**config.mk**
```make
export PLATFORM = sky130hd
export DESIGN_NAME = impl_cell
export DESIGN_NICKNAME = d
export VERILOG_FILES = /design/src/rtl/impl_chk_pkg.sv /design/src/rtl/impl_cell.sv
export SDC_FILE = /design/constraint.sdc
export NUM_CORES = 1
export LEC_CHECK = 0
export BUFFER_PORTS_ARGS = -buffer_cell sky130_fd_sc_hd__buf_2
export CORE_AREA = 4 4 41 43
export DETAILED_ROUTE_END_ITERATION = 10
export DIE_AREA = 0 0 45 47
export MAX_ROUTING_LAYER = met4
export PLACE_DENSITY = 0.62
export RECOVER_POWER = 50
export SLEW_MARGIN = 20
export SYNTH_ARGS = -nofsm -noshare
export SYNTH_HDL_FRONTEND = slang
export SYNTH_SLANG_ARGS = --single-unit
```
**constraint.sdc**
```tcl
create_clock -name vclk -period 1.6
set_input_delay 0.08 -clock vclk [all_inputs]
set_output_delay 0.08 -clock vclk [all_outputs]
set_load 0.005 [all_outputs]
```
**src/rtl/impl_chk_pkg.sv**
```systemverilog
package impl_chk_pkg;
  // literal match: inverter only when the required value is 0
  function automatic logic lit_hit(input logic net, input logic want);
    return want ? net : ~net;
  endfunction
endpackage

```
**src/rtl/impl_cell.sv**
```systemverilog
module impl_cell #(
  parameter int TAP_W = 16,
  parameter int IDX_W = $clog2(TAP_W)
) (
  input  logic [TAP_W-1:0] taps_i,
  input  logic [IDX_W-1:0] trg_idx_i,
  input  logic             trg_val_i,
  input  logic [IDX_W-1:0] tgt_idx_i,
  input  logic             tgt_val_i,
  input  logic             en_i,
  output logic             viol_o
);
  import impl_chk_pkg::*;
  localparam int PAD_W = 2 ** IDX_W;

  logic [PAD_W-1:0] taps_pad;
  logic             trg_net, tgt_net;

  // out-of-range indices read as 0
  assign taps_pad = PAD_W'(taps_i);
  assign trg_net  = taps_pad[trg_idx_i];
  assign tgt_net  = taps_pad[tgt_idx_i];

  // breach: trigger literal true, target literal false
  assign viol_o = en_i & lit_hit(trg_net, trg_val_i) & lit_hit(tgt_net, ~tgt_val_i);
endmodule

```
Word-level counts from Yosys, hierarchy flattened

Cells that the tools add are included.

Flip-flop bits (word level): 0
Bits of input ports: 27
Output and inout bits: 1

Magnitude comparators: 2
Mux-type cells: 6
Bitwise logic cells: 4

Operators by type and width:

| kind                                               | number |
|---|---|
| < comparator 4 x 5 -> 1 bit, second input constant | 2 |
| binary-select mux 1 bit (select 4 bit)             | 2 |
| two-way mux 1 bit                                  | 4 |
| AND 1 bit                                          | 2 |
| inverter 1 bit                                     | 2 |

Longest topological paths before layout

Depth in word-level cells: 6
Depth in mapped cells: 5

Worst setup path after synthesis

No wires, ideal clock.

Path type: input -> output
Start: input port tgt_idx_i[0]
End: output port viol_o
Arrival time: 1.427 ns
Slack: 0.093 ns
Stages on the path: 4
Path buffers: 0
Cells stage by stage: mux4_1 -> mux2i_1 -> mux2_4 -> o32a_1

Cells in the longest elaborated chain, start to end: 5

RTL lines:

| element                                   | RTL line          | RTL |
|---|---|---|
| start: declaration                        | impl_cell.sv:8    | `input logic [IDX_W-1:0] tgt_idx_i,` |
| binary-select mux 1 bit (select 4 bit) *  | impl_cell.sv:22   | `assign tgt_net = taps_pad[tgt_idx_i];` |
| two-way mux 1 bit (implied by the code) * | impl_cell.sv:22   |  |
| inverter 1 bit                            | impl_chk_pkg.sv:4 | `return want ? net : ~net;` |
| two-way mux 1 bit *                       | impl_chk_pkg.sv:4 |  |
| AND 1 bit *                               | impl_cell.sv:25   | `assign viol_o = en_i & lit_hit(trg_net, trg_val_i) & lit_hit(tgt_net, ~tgt_val_i);` |
| end: declaration                          | impl_cell.sv:11   | `output logic viol_o` |

Mark *: on every way between the ends. The rest lies on a longest branch, timed or not. The select of a mux whose other input is x is not followed.

Worst setup path in the final report

Ends and elaborated chain as after synthesis.

==> flow_summary_export.csv <==
group,metric,value,unit
placement,place_ws,-0.1895,ns
power_and_ir_drop,power_leakage,0.2636,nW
floorplan,core_area,1301,µm²
floorplan,die_h,47,µm
layout,area_growth,48.24,%
drt,firstDrtPassIters,1,
grt,grt_usage,8.845,%
clocking,cts_setup_buffers,0,
timing,fmax,0.5978,GHz
grt,antenna_found_initial,0,
power_and_ir_drop,finalPower,0.1331,mW
synthesis,synth_area,355.3,µm²
floorplan,die_w,45,µm
critical_path,cp_max_fo,3,
timing,slew_violations,0,
timing,rsz0062_at_grt,"true",
timing,finalSetupViolCount,1,
critical_path,crit_type,"in2out",
power_and_ir_drop,power_density,252.7,nW/µm²
layout,seq_area,0,µm²
power_and_ir_drop,vdd_drop_max,0.00009856,V
layout,fin_nets,86,
drt,num_vias,375,
drt,drtIter0Drc,0,
layout,n_clock_buffer,0,
layout,diodes,0,
layout,drive_gt1_share,68.42,%
synthesis,synth_area_per_cell,12.25,µm²
floorplan,io_pins,28,
grt,grt_overflow,0,
status,status,"complete, but fails checks",
grt,grt_pass1_wl,1.414,mm
critical_path,crit_required,1.52,ns
placement,post-dp-hpwl,818.1,µm
drt,vias_per_cell,5.208,
timing,setup_slack,-0.07278,ns
timing,period_minus_slack,1.673,ns
synthesis,synth_warnings,0,
layout,seq_cell_count,0,
synthesis,synthCells,29,
drt,drc,0,
timing,hold_viol_final,0,
drt,ant_nets,0,
critical_path,startpoint_type,"primary input",
flow_run,cap_violations,0,
critical_path,crit_arrival,1.59,ns
placement,io_buffers,28,
timing,relSlewSlack,85.03,%
drt,wl_per_cell,12.64,µm
grt,first_global_vias,376,
floorplan,rows,13,
timing,tightest_slew,0.2245,ns
synthesis,synth_cell_type_count,13,
floorplan,start_util,27.31,%
placement,routabilityCongestion,0.6929,
floorplan,die_area,2115,µm²
timing,period_share,104.5,%
hold_path,hold_path.class,"in2out",
synthesis,synth_nets,56,
grt,grt_max_degree,9,
synthesis,ys_seq_area_share,0,%
status,violations,"setup timing",
critical_path,worst_setup_path_end_kind,"primary output",
drt,routed_wl,910,µm
timing repair:
item | 4_1_cts | 5_1_grt
pin swaps | 1 | 0
setup endpoints to repair | 1 | 1
gates cloned | 0 | 0
hold buffers | 0 | 0
gates resized for setup | 5 | 2
power by group:
part / internal [mW] / switching [mW] / total (mW)
Clock: 0 / 0 / 0
Sequential: 0 / 0 / 0
Combinational: 0.0848 / 0.0483 / 0.133
through the flow:
| stage | instances | util, % | hold slack, ns | area (µm²) | setup TNS (ns) |
|---|---|---|---|---|---|
| 6_report | 72 | 40.48 | 0.6609 | 526.8 | -0.07278 |
| 5_1_grt | 72 | 40.48 | 0.6940 | 526.8 | -0.1106 |
| 4_1_cts | 72 | 39.71 | 0.6602 | 516.7 | -0.07746 |
| 3_5_place_dp | 72 | 39.52 | 0.6589 | 514.2 | -0.1895 |
| 3_3_place_gp | 72 | 39.52 | 0.6602 | 514.2 | -0.1749 |
| 2_1_floorplan | 29 | - | 0.4275 | 355.3 | 0 |
layer usage:
layer	up-vias	GRT usage (%)	wire (µm)
li1	184	-	-
met1	166	11.03	420
met2	25	16.95	392
met3	0	0	97
met4	0	0	0
met5	-	-	0
area by class of cell:
type / count / area [µm²]
Timing Repair Buffer: 29 / 163.9
Tap cell: 15 / 18.77
Fill cell: 136 / 774.5
Multi-Input combinational cell: 28 / 344.1
worst max-delay path, stage by stage:
cell and delay (ns):
buf_8 0.08, mux4_2 0.49, mux2i_2 0.18, mux2_4 0.31, o32a_1 0.32, buf_2 0.13
path summary, 6_finish.rpt:
| path | startpoint | endpoint | slack [ns] | cells past startpoint |
|---|---|---|---|---|
| worst max-delay path | tgt_idx_i[0] | viol_o | -0.07 | 6 |
| worst min-delay path | tgt_idx_i[3] | viol_o | 0.66 | 4 |
synth_stat cells:
| cell | n | area share (%) |
|---|---|---|
| o32a_1 | 1 | 2.8 |
| mux4_1 | 3 | 22 |
| nand3_1 | 1 | 1.4 |
| or3b_2 | 1 | 2.5 |
| buf_4 | 1 | 2.1 |
| nor3b_1 | 1 | 2.1 |
| mux2i_1 | 12 | 34 |
| mux4_2 | 3 | 19 |
| and3_2 | 1 | 2.1 |
| mux2_4 | 1 | 4.2 |
| and2b_2 | 1 | 2.5 |
| nand3b_1 | 2 | 4.2 |
| nor2_1 | 1 | 1.1 |
placed cells by master (no fill, tap or decap):
cell type / n
and2b_2: 1
and3_2: 1
buf_2: 26
buf_4: 1
buf_6: 1
buf_8: 1
mux2_4: 1
mux2i_1: 11
mux2i_2: 1
mux4_1: 1
mux4_2: 5
nand3_1: 1
nand3b_1: 2
nor2_1: 1
nor3b_1: 1
o32a_1: 1
or3b_2: 1
cell families after synthesis:
family	count (synthesis)	share of synthesized area, %
muxes	19	79.23
buffers and inverters	1	2.113
and+or+nand+nor	8	15.84
AOI/OAI and AO/OA	1	2.817
No activity file was read; power rests on OpenSTA's default activity.
